File: config.mk
export PLATFORM = sky130hd
export DESIGN_NAME = sys_exc_arbiter
export DESIGN_NICKNAME = d
export VERILOG_FILES = /design/src/rtl/exc_arb_pkg.sv /design/src/rtl/exc_pend_bank.sv /design/src/rtl/exc_prio_select.sv /design/src/rtl/sys_exc_arbiter.sv
export SDC_FILE = /design/constraint.sdc
export NUM_CORES = 1
export LEC_CHECK = 0
export ABC_CLOCK_PERIOD_IN_PS = 7800
export BUFFER_PORTS_ARGS = -buffer_cell sky130_fd_sc_hd__buf_2
export CORE_ASPECT_RATIO = 0.5
export CORE_MARGIN = 3
export CORE_UTILIZATION = 43
export CTS_CLUSTER_SIZE = 10
export DETAILED_ROUTE_END_ITERATION = 16
export HOLD_SLACK_MARGIN = 0.08
export PLACE_DENSITY = 0.79
export RECOVER_POWER = 50
export SETUP_SLACK_MARGIN = 0.02
export SLEW_MARGIN = 20
export SYNTH_ARGS = -nofsm -noshare
export SYNTH_HDL_FRONTEND = slang
export SYNTH_SLANG_ARGS = --single-unit
File: constraint.sdc
create_clock -name clk -period 7.8 [get_ports clk]
set_clock_uncertainty 0.15 [all_clocks]
set_input_delay 1.17 -clock clk [delete_from_list [all_inputs] [get_ports clk]]
set_output_delay 1.17 -clock clk [all_outputs]
set_load 0.01 [all_outputs]
File: src/rtl/exc_arb_pkg.sv
package exc_arb_pkg;
   localparam int NUM_EXC   = 6;
   localparam int EXC_NUM_W = 4;
   localparam logic [EXC_NUM_W-1:0] NMI_NUM = EXC_NUM_W'(2);

   // exception number carried by pending bit idx
   function automatic logic [EXC_NUM_W-1:0] exc_num(input int idx);
      case (idx)
         0: exc_num = EXC_NUM_W'(4);
         1: exc_num = EXC_NUM_W'(5);
         2: exc_num = EXC_NUM_W'(6);
         3: exc_num = EXC_NUM_W'(11);
         4: exc_num = EXC_NUM_W'(14);
         default: exc_num = EXC_NUM_W'(15);
      endcase
   endfunction
endpackage

File: src/rtl/exc_pend_bank.sv
module exc_pend_bank #(
   parameter int N = 6
) (
   input  logic         clk,
   input  logic         rst_n,
   input  logic [N-1:0] set_i,
   input  logic [N-1:0] clr_i,
   input  logic [N-1:0] ack_oh_i,
   input  logic         nmi_set_i,
   input  logic         nmi_ack_i,
   output logic [N-1:0] pend_d_o,
   output logic [N-1:0] pend_q_o,
   output logic         nmi_d_o,
   output logic         nmi_q_o
);
   genvar g;
   generate
      for (g = 0; g < N; g++) begin : g_bit
         assign pend_d_o[g] = set_i[g] | (pend_q_o[g] & ~clr_i[g] & ~ack_oh_i[g]);

         always_ff @(posedge clk or negedge rst_n) begin
            if (!rst_n) pend_q_o[g] <= 1'b0;
            else        pend_q_o[g] <= pend_d_o[g];
         end

         p_set_wins_r3: assert property (@(posedge clk) disable iff (!rst_n)
            set_i[g] |=> pend_q_o[g]);
         p_clear_r3: assert property (@(posedge clk) disable iff (!rst_n)
            (clr_i[g] && !set_i[g]) |=> !pend_q_o[g]);
      end
   endgenerate

   assign nmi_d_o = nmi_set_i | (nmi_q_o & ~nmi_ack_i);

   always_ff @(posedge clk or negedge rst_n) begin
      if (!rst_n) nmi_q_o <= 1'b0;
      else        nmi_q_o <= nmi_d_o;
   end

   p_nmi_set_r7: assert property (@(posedge clk) disable iff (!rst_n)
      nmi_set_i |=> nmi_q_o);
endmodule

File: src/rtl/exc_prio_select.sv
module exc_prio_select
   import exc_arb_pkg::*;
#(
   parameter int N      = NUM_EXC,
   parameter int NF     = 3,
   parameter int PRIO_W = 3,
   parameter int SLOT_W = 8
) (
   input  logic [N-1:0]          pend_i,
   input  logic                  nmi_i,
   input  logic [NF-1:0]         en_i,
   input  logic [N*SLOT_W-1:0]   slots_i,
   output logic [N-1:0]          sel_oh_o,
   output logic                  sel_nmi_o,
   output logic [EXC_NUM_W-1:0]  sel_num_o,
   output logic                  sel_valid_o
);
   localparam int LOW_W = SLOT_W - PRIO_W;
   localparam int IDX_W = (N > 1) ? $clog2(N) : 1;

   logic [PRIO_W-1:0] prio [N];
   logic [N-1:0]      elig;
   logic [N*LOW_W-1:0] unused_low;

   genvar g;
   generate
      for (g = 0; g < N; g++) begin : g_slot
         assign prio[g] = slots_i[g*SLOT_W+SLOT_W-1 -: PRIO_W];
         if (LOW_W > 0) begin : g_low
            assign unused_low[g*LOW_W +: LOW_W] = slots_i[g*SLOT_W +: LOW_W];
         end
         if (g < NF) begin : g_gated
            assign elig[g] = pend_i[g] & en_i[g];
         end else begin : g_always
            assign elig[g] = pend_i[g];
         end
      end
   endgenerate

   logic              found;
   logic [IDX_W-1:0]  best_idx;
   logic [PRIO_W-1:0] best_prio;

   // ascending scan with strict compare keeps the lower number on a tie
   always_comb begin
      found     = 1'b0;
      best_idx  = '0;
      best_prio = '1;
      for (int i = 0; i < N; i++) begin
         if (elig[i] && (!found || prio[i] < best_prio)) begin
            found     = 1'b1;
            best_idx  = IDX_W'(i);
            best_prio = prio[i];
         end
      end
   end

   always_comb begin
      sel_oh_o    = '0;
      sel_nmi_o   = nmi_i;
      sel_valid_o = nmi_i | found;
      sel_num_o   = '0;
      if (nmi_i) begin
         sel_num_o = NMI_NUM;
      end else if (found) begin
         sel_oh_o[best_idx] = 1'b1;
         sel_num_o          = exc_num(int'(best_idx));
      end
   end
endmodule

File: src/rtl/sys_exc_arbiter.sv
module sys_exc_arbiter
   import exc_arb_pkg::*;
#(
   parameter int PRIO_W    = 3,
   parameter int SLOT_W    = 8,
   parameter int NUM_FAULT = 3
) (
   input  logic                    clk,
   input  logic                    rst_n,
   input  logic [NUM_EXC-1:0]      pend_set,
   input  logic [NUM_EXC-1:0]      pend_clr,
   input  logic                    nmi_set,
   input  logic [NUM_FAULT-1:0]    fault_en,
   input  logic [NUM_EXC*SLOT_W-1:0] prio_slots,
   input  logic                    ack,
   output logic [NUM_EXC-1:0]      pend_out,
   output logic                    nmi_pend,
   output logic [EXC_NUM_W-1:0]    sel_num,
   output logic                    sel_valid
);
   generate
      if (PRIO_W < 1 || PRIO_W > SLOT_W) begin : g_bad_prio
         $error("PRIO_W must lie between 1 and SLOT_W");
      end
      if (NUM_FAULT < 1 || NUM_FAULT > NUM_EXC) begin : g_bad_fault
         $error("NUM_FAULT must lie between 1 and NUM_EXC");
      end
   endgenerate

   logic [NUM_EXC-1:0]   pend_d, sel_oh_d, sel_oh_q, ack_oh;
   logic                 nmi_d, sel_nmi_d, sel_nmi_q, valid_d;
   logic [EXC_NUM_W-1:0] num_d;

   assign ack_oh = {NUM_EXC{ack}} & sel_oh_q;

   exc_pend_bank #(.N(NUM_EXC)) u_bank (
      .clk       (clk),
      .rst_n     (rst_n),
      .set_i     (pend_set),
      .clr_i     (pend_clr),
      .ack_oh_i  (ack_oh),
      .nmi_set_i (nmi_set),
      .nmi_ack_i (ack & sel_nmi_q),
      .pend_d_o  (pend_d),
      .pend_q_o  (pend_out),
      .nmi_d_o   (nmi_d),
      .nmi_q_o   (nmi_pend)
   );

   exc_prio_select #(
      .N(NUM_EXC), .NF(NUM_FAULT), .PRIO_W(PRIO_W), .SLOT_W(SLOT_W)
   ) u_sel (
      .pend_i      (pend_d),
      .nmi_i       (nmi_d),
      .en_i        (fault_en),
      .slots_i     (prio_slots),
      .sel_oh_o    (sel_oh_d),
      .sel_nmi_o   (sel_nmi_d),
      .sel_num_o   (num_d),
      .sel_valid_o (valid_d)
   );

   always_ff @(posedge clk or negedge rst_n) begin
      if (!rst_n) begin
         sel_oh_q  <= '0;
         sel_nmi_q <= 1'b0;
         sel_num   <= '0;
         sel_valid <= 1'b0;
      end else begin
         sel_oh_q  <= sel_oh_d;
         sel_nmi_q <= sel_nmi_d;
         sel_num   <= num_d;
         sel_valid <= valid_d;
      end
   end

   p_nmi_shown_r7: assert property (@(posedge clk) disable iff (!rst_n)
      nmi_pend |-> (sel_num == NMI_NUM && sel_valid));
   p_idle_r9: assert property (@(posedge clk) disable iff (!rst_n)
      (pend_out == '0 && !nmi_pend) |-> (!sel_valid && sel_num == '0));
   p_shown_pending_r4: assert property (@(posedge clk) disable iff (!rst_n)
      (sel_valid && !sel_nmi_q) |-> ((sel_oh_q & pend_out) != '0));
   p_ack_clears_r8: assert property (@(posedge clk) disable iff (!rst_n)
      (ack && sel_valid && !sel_nmi_q && (sel_oh_q & pend_set) == '0)
      |=> ((pend_out & $past(sel_oh_q)) == '0));
   p_onehot_r4: assert property (@(posedge clk) disable iff (!rst_n)
      $onehot0(sel_oh_q));
endmodule

== After elaboration in Yosys (flattened, before gate mapping) ==
Cells that the tools add are included.

* Reduce and logical (&&, ||, !) cells: 17
* Mux-type cells: 23
* $lt $le $gt $ge: 7
* Equal/unequal tests: 4
* Bitwise gates (word level): 39

{| class="wikitable"
|+ Operators with widths
! cell !! number
|-
| 2-to-1 mux 3 bit || 7
|-
| one-hot mux 4 bit (5 select lines) || 1
|-
| bitwise AND 1 bit || 17
|-
| < comparator 3 bit || 5
|-
| inverter 1 bit || 13
|-
| 2-to-1 mux 6 bit || 2
|-
| 2-to-1 mux 1 bit || 8
|-
| 2-to-1 mux 4 bit || 2
|-
| OR 1 bit || 8
|-
| bitwise AND 6 bit || 1
|-
| == test 3 x 2 -> 1 bit (second input constant) || 2
|-
| logical AND 1 bit || 6
|-
| logical NOT 1 bit || 5
|-
| logical OR 1 bit || 5
|-
| < comparator 3 x 4 -> 1 bit (second input constant) || 1
|-
| 2-to-1 mux 2 bit || 2
|-
| demux 1 bit (select 3 bit) || 1
|-
| == test 3 x 1 -> 1 bit (second input constant) || 1
|-
| == test 3 bit (second input constant) || 1
|-
| greater-or-equal comparator 3 x 1 -> 1 bit (second input constant) || 1
|-
| logical NOT 3 bit || 1
|}

* Logic and storage cells: 100
* Output and inout port bits: 12
* Input bits: 67
* Bits in registers: 18

== Logic depth before layout (Yosys ltp) ==
* Depth in word-level cells: 32
* Gate-level depth with buffers: 37
* Mapped depth without buffers: 37

== Modules after synthesis ==
A second synthesis with hierarchy kept.

* Cell total of the unflattened synthesis: 169
* Area, all modules: 1488.9 um2

{| class="wikitable"
|+ Modules (own cells, without submodules)
! module !! cells an instance !! times used !! sequential area each (um2) !! area an instance (um2)
|-
| exc_prio_select || 129 || 1 || 0.0 || 890.9
|-
| sys_exc_arbiter || 19 || 1 || 300.3 || 344.1
|-
| exc_pend_bank || 21 || 1 || 175.2 || 254.0
|}

== Least setup slack after synthesis ==
OpenSTA, ideal clock, no wires.

* Path type: input port to flip-flop
* Start: in ack
* End: reg sel_oh_q[1]
* Stages on the path: 35
* Arrival time: 7590 ps
* Setup time: 81 ps
* Setup slack: -21 ps
* Buffers on the path: 0
* Data required time: 7569 ps
* Path through: nand2_2 -> a31oi_4 -> inv_2 -> nand2_1 -> nor2_1 -> ha_1 -> o221ai_1 -> a211oi_2 -> o21ai_0 -> o31ai_1 -> ha_1 -> or2_2 -> a21oi_2 -> a21o_1 -> mux2i_1 -> inv_1 -> ha_1 -> inv_1 -> o21ai_1 -> a2111o_1 -> nand2_2 -> mux2_1 -> ha_1 -> o21a_1 -> o22a_1 -> nor2_1 -> a21oi_2 -> mux2_2 -> ha_1 -> a2111oi_0 -> o31ai_1 -> nand2_1 -> a211oi_4 -> or3b_1 -> nor3_2

* Cells in the longest elaborated chain, start to end: 32
* Elaborated cells on any way between the ends: 69
* Those cells by class: 7 x order compare; 20 x mux; 26 x bitwise; 16 x reduce/logical

{| class="wikitable"
|+ Ends and longest elaborated chain
! item !! line !! text
|-
| start: declaration || sys_exc_arbiter.sv:15 || <nowiki>input logic ack,</nowiki>
|-
| bitwise AND 6 bit (*) || sys_exc_arbiter.sv:34 || <nowiki>assign ack_oh = {NUM_EXC{ack}} & sel_oh_q;</nowiki>
|-
| inverter 1 bit (*) || exc_pend_bank.sv:19 || <nowiki>assign pend_d_o[g] = set_i[g] | (pend_q_o[g] & ~clr_i[g] & ~ack_oh_i[g]);</nowiki>
|-
| bitwise AND 1 bit (*) || exc_pend_bank.sv:19 ||
|-
| OR 1 bit (*) || exc_pend_bank.sv:19 ||
|-
| net pend_d[0] || sys_exc_arbiter.sv:30 || <nowiki>logic [NUM_EXC-1:0] pend_d, sel_oh_d, sel_oh_q, ack_oh;</nowiki>
|-
| bitwise AND 1 bit (*) || exc_prio_select.sv:33 || <nowiki>assign elig[g] = pend_i[g] & en_i[g];</nowiki>
|-
| 2-to-1 mux 3 bit / 2-to-1 mux 1 bit (equally long branches) || exc_prio_select.sv:50 || <nowiki>if (elig[i] && (!found || prio[i] < best_prio)) begin</nowiki>
|-
| < comparator 3 bit / logical NOT 1 bit (equally long branches) || exc_prio_select.sv:50 ||
|-
| [18 not listed] || n/a ||
|-
| 2-to-1 mux 3 bit || exc_prio_select.sv:50 ||
|-
| < comparator 3 x 4 -> 1 bit (implied by the code) / greater-or-equal comparator 3 x 1 -> 1 bit (equally long branches) || exc_prio_select.sv:66 || <nowiki>sel_oh_o[best_idx] = 1'b1;</nowiki>
|-
| logical AND 1 bit (implied by the code) || exc_prio_select.sv:66 ||
|-
| 2-to-1 mux 1 bit (implied by the code) || exc_prio_select.sv:66 ||
|-
| demux 1 bit (select 3 bit) || n/a ||
|-
| 2-to-1 mux 6 bit (*) || exc_prio_select.sv:65 || <nowiki>end else if (found) begin</nowiki>
|-
| 2-to-1 mux 6 bit (*) || exc_prio_select.sv:63 || <nowiki>if (nmi_i) begin</nowiki>
|-
| net sel_oh_d[1] || sys_exc_arbiter.sv:30 ||
|-
| end signal: assignment || sys_exc_arbiter.sv:70 || <nowiki>sel_oh_q <= sel_oh_d;</nowiki>
|-
| end: declaration || sys_exc_arbiter.sv:30 ||
|}

Mark *: on every way through the listed nets, which the timed path passes. The rest lies on a longest branch.

== Worst setup path after layout ==
* Start: in ack
* End: reg sel_num[2]

* Cells in the longest elaborated chain, start to end: 30
* Elaborated cells on any way between the ends: 70
* Those cells by class: 5 x order compare; 4 x eq/ne; 19 x mux; 26 x bitwise; 16 x reduce/logical

{| class="wikitable"
|+ Ends and longest elaborated chain
! item !! line !! text
|-
| bitwise AND 6 bit (*) || sys_exc_arbiter.sv:34 ||
|-
| inverter 1 bit (*) || exc_pend_bank.sv:19 ||
|-
| bitwise AND 1 bit (*) || exc_pend_bank.sv:19 ||
|-
| OR 1 bit (*) || exc_pend_bank.sv:19 ||
|-
| net pend_d[0] || sys_exc_arbiter.sv:30 ||
|-
| bitwise AND 1 bit (*) || exc_prio_select.sv:33 ||
|-
| 2-to-1 mux 3 bit / 2-to-1 mux 1 bit (equally long branches) || exc_prio_select.sv:50 ||
|-
| < comparator 3 bit / logical NOT 1 bit (equally long branches) || exc_prio_select.sv:50 ||
|-
| [16 not listed] || n/a ||
|-
| logical OR 1 bit || exc_prio_select.sv:50 ||
|-
| logical AND 1 bit || exc_prio_select.sv:50 ||
|-
| 2-to-1 mux 3 bit || exc_prio_select.sv:50 ||
|-
| == test 3 bit, or another cell as far along || exc_arb_pkg.sv:8 || <nowiki>case (idx)</nowiki>
|-
| one-hot mux 4 bit (5 select lines) || exc_arb_pkg.sv:8 ||
|-
| 2-to-1 mux 4 bit (*) || exc_prio_select.sv:65 ||
|-
| 2-to-1 mux 4 bit (*) || exc_prio_select.sv:63 ||
|-
| net num_d[2] || sys_exc_arbiter.sv:32 || <nowiki>logic [EXC_NUM_W-1:0] num_d;</nowiki>
|-
| end signal: assignment || sys_exc_arbiter.sv:72 || <nowiki>sel_num <= num_d;</nowiki>
|-
| end: declaration || sys_exc_arbiter.sv:18 || <nowiki>output logic [EXC_NUM_W-1:0] sel_num,</nowiki>
|}

Marked as above.

==> flow_summary.yaml <==
worst_setup_path:
  cp-start-kind: "input pin"
  critPathTopFamily: "compound AO/OA/AOI/OAI gates"
  worstPathMaxFanout: 4
  slowest_delay_ps: 370
  r2r_cells: 38
  cp_slowest_cell: "a2111oi_4"
  path_class: "in -> reg"
  cp_data_required_time_ps: 7830
  endpoint_kind: "register"
  crit_arrival_ps: 7580
  crit_cells: 39
  cp_num_buf_inv: 7
global_route:
  grt_use_total_pct: 21.14
  grt_pass1_vias: 1390
  grt_start_max_net_pins: 19
  grt_pass1_wl_um: 6299
  grt_overflow: 0
  antenna_found_initial: 0
yosys:
  synth_nets: 215
  synth_enable_flop_cells: 0
  avgSynthCellArea_um2: 9.530
  yosys_register_bits: 18
  seq_area_frac_synth_pct: 33.52
  synthCells: 141
  yosysWarnings: 0
  syn_area_um2: 1344
  yosys_most_used_dff: "dfrtp_1"
  ys_types: 52
  ys_async_sr_fraction_pct: 100.0
routing:
  postRouteAntennaNets: 0
  via_count: 1477
  wirelength_um: 4401
  drt_iter0_markers: 111
  drc: 0
  viasPerCell: 5.681
  wl_per_cell_um: 16.93
  first_pass_iters: 4
final_layout:
  drive_gt1_share_pct: 54.71
  fin_area_um2: 2054
  layout.nets: 298
  layoutNonFillerInstCount: 260
  fillers: 203
  diodes: 0
  area_growth_pct: 52.89
pwr:
  p_clk_share_pct: 20.7
  internal_power_uw: 245.5
  p_leak_uw: 0.0009783
  max-vdd-ir-drop_mv: 0.09057
  power.switching_uw: 132.0
  p_seq_share_pct: 27.8
  swShare_pct: 34.97
  p_comb_share_pct: 51.5
  powerDensity_nw_per_um2: 183.8
sta:
  tightest_slew_ps: 1004
  slew-limit-headroom_pct: 33.06
  final-setup-viol-count: 0
  rsz0062_at_grt: "true"
  max_freq_ghz: 0.1324
  finalCritPeriodShare_pct: 96.84
  drv_slew: 0
  hold_violations: 0
  period_minus_slack_ps: 7553
clock_tree:
  cts.path.max_buffers: 2
  cts.sinks: 18
  cts_root_buffer: "clkbuf_8"
  clk_pin_slew_worst_paths_ps: 70
  insertion_delay_ps: 260
  cts_hold_buf: 0
  numCtsBuffers: 3
  htree_levels: 1
  cts_tree: "yes"
floorplan:
  chipHeight_um: 45.53
  dieArea_um2: 3873
  io_pins: 79
  rows: 13
  start_util_pct: 48.31
  die_w_um: 85.06
  core_area_um2: 2781
place:
  port_buffers: 48
  gp_congestion: 0.8185
  dpl-instance-area_um2: 1775
  dp_hpwl_um: 3006
  dpl.cell_count: 245
min_path:
  hold_depth: 2
  min_path_type: "reg -> reg"
run_status:
  status: "complete, no violations"
job:
  maxCapViolCount: 0
power by group through the flow:
stage / combinational [uW] / sequential (uW) / clock [uW]
finish: 194 / 105 / 78.2
global route: 209 / 106 / 81.9
CTS: 150 / 105 / 78.2
detailed placement: 143 / 107 / 0
global placement: 137 / 106 / 0
floorplan: 81.3 / 110 / 0
kinds of logic (layout without fill, tap and decap cells):
group	Yosys count	after routing	share of synthesized area (%)
AO/OA/AOI/OAI	48	48	32.87
adder cells (fa/ha/maj)	8	8	7.355
buffers and inverters	23	105	6.425
flip-flops	18	18	33.52
multiplexers	5	5	3.911
AND/OR/NAND/NOR	39	39	15.92
sequential cells by signal, summed over array words and instances (netlist names):
signal	flops
sel_oh_q	6
sel_valid	1
sel_num	4
u_bank.nmi_q_o	1
u_bank.pend_q_o	6
layout by cell type (no fill, tap or decap), types with 2 or more instances in the layout:
cell type	instances
clkbuf_8	4
a31oi_4	2
ha_2	2
a21oi_2	3
ha_1	2
nor2b_1	2
mux2_4	2
nor2_1	6
a211oi_2	2
a2111o_1	2
nand2_1	8
dfrtp_1	18
a21oi_1	4
inv_2	3
nand3_1	3
buf_2	45
or3_1	3
a2111oi_4	2
ha_4	3
nand2_2	5
clkbuf_1	3
o21ai_1	4
a31oi_1	3
buf_4	29
inv_1	20
mux2i_2	2
a21o_1	3
o31ai_2	3
worst paths after layout:
path                           startpoint  slack (ps)              to
max in group asynchronous           rst_n        5990       sel_valid
max                                   ack         250      sel_num[2]
max reg2reg                   sel_oh_q[0]         860      sel_num[2]
min reg2reg                u_bank.nmi_q_o         400  u_bank.nmi_q_o
min                        u_bank.nmi_q_o         400  u_bank.nmi_q_o
min in group asynchronous           rst_n         900  u_bank.nmi_q_o
metal layers:
layer	vias to the layer above	global-route usage, %	wire length (um)
li1	695	-	-
met1	685	25.72	1868
met2	80	37.81	2100
met3	17	5.235	347
met4	0	6.940	85
met5	-	0	0
Yosys cell counts (2+ instances only):
cell	count	area [um2]
o31ai_1	2	15.01
a21oi_2	3	26.28
a21oi_1	5	25.02
nand3_1	3	15.01
o21ai_1	3	15.01
a2111o_1	2	22.52
or3_1	3	18.77
a31o_2	2	17.52
mux2i_1	3	30.03
a31oi_1	3	18.77
a2111oi_0	2	17.52
nand2_1	9	33.78
a211oi_2	2	25.02
o21ai_0	3	15.01
inv_1	21	78.83
nor2b_1	3	18.77
a21o_1	3	22.52
inv_2	2	7.510
a31oi_4	2	42.54
nand2_2	4	25.02
dfrtp_1	18	450.4
nor2_1	7	26.28
ha_1	7	87.58
tightest hold or removal path, delay by kind of cell, from the launching register on:
kind,cells,cell delay (ps)
AOI/OAI and AO/OA,1,110
buffers and inverters,1,70
DFF,1,340
timing repair:
action,in CTS,in global routing
pin swaps,1,20
resized for setup,5,27
endpoints found under the hold margin,0,0
endpoints found under the setup margin,10,10
buffers inserted,3,8
per-stage QoR:
stage	setup slack, ps	setup TNS, ps	hold slack, ps	total power, uW	utilization [%]
floorplan	20.25	0	406.4	190.9	-
global placement	-154.0	-718.9	366.9	243.9	63.83
detailed placement	-389.2	-2865	369.9	250.0	63.83
CTS	42.52	0	390.9	333.5	67.16
global route	-92.18	-320.0	433.9	396.6	73.86
finish	246.7	0	395.5	377.5	73.86
layout make-up:
cell class              instances  area [um2]  area share, %
repair buffers                 78       465.4          22.66
well taps                      37       46.29          2.253
inverters                      23       86.33          4.202
flip-flops and latches         18       450.4          21.92
clock buffers                   4       55.05          2.680
multi-input cells             100       950.9          46.29
Note: power is estimated with default switching activity, not from simulation.
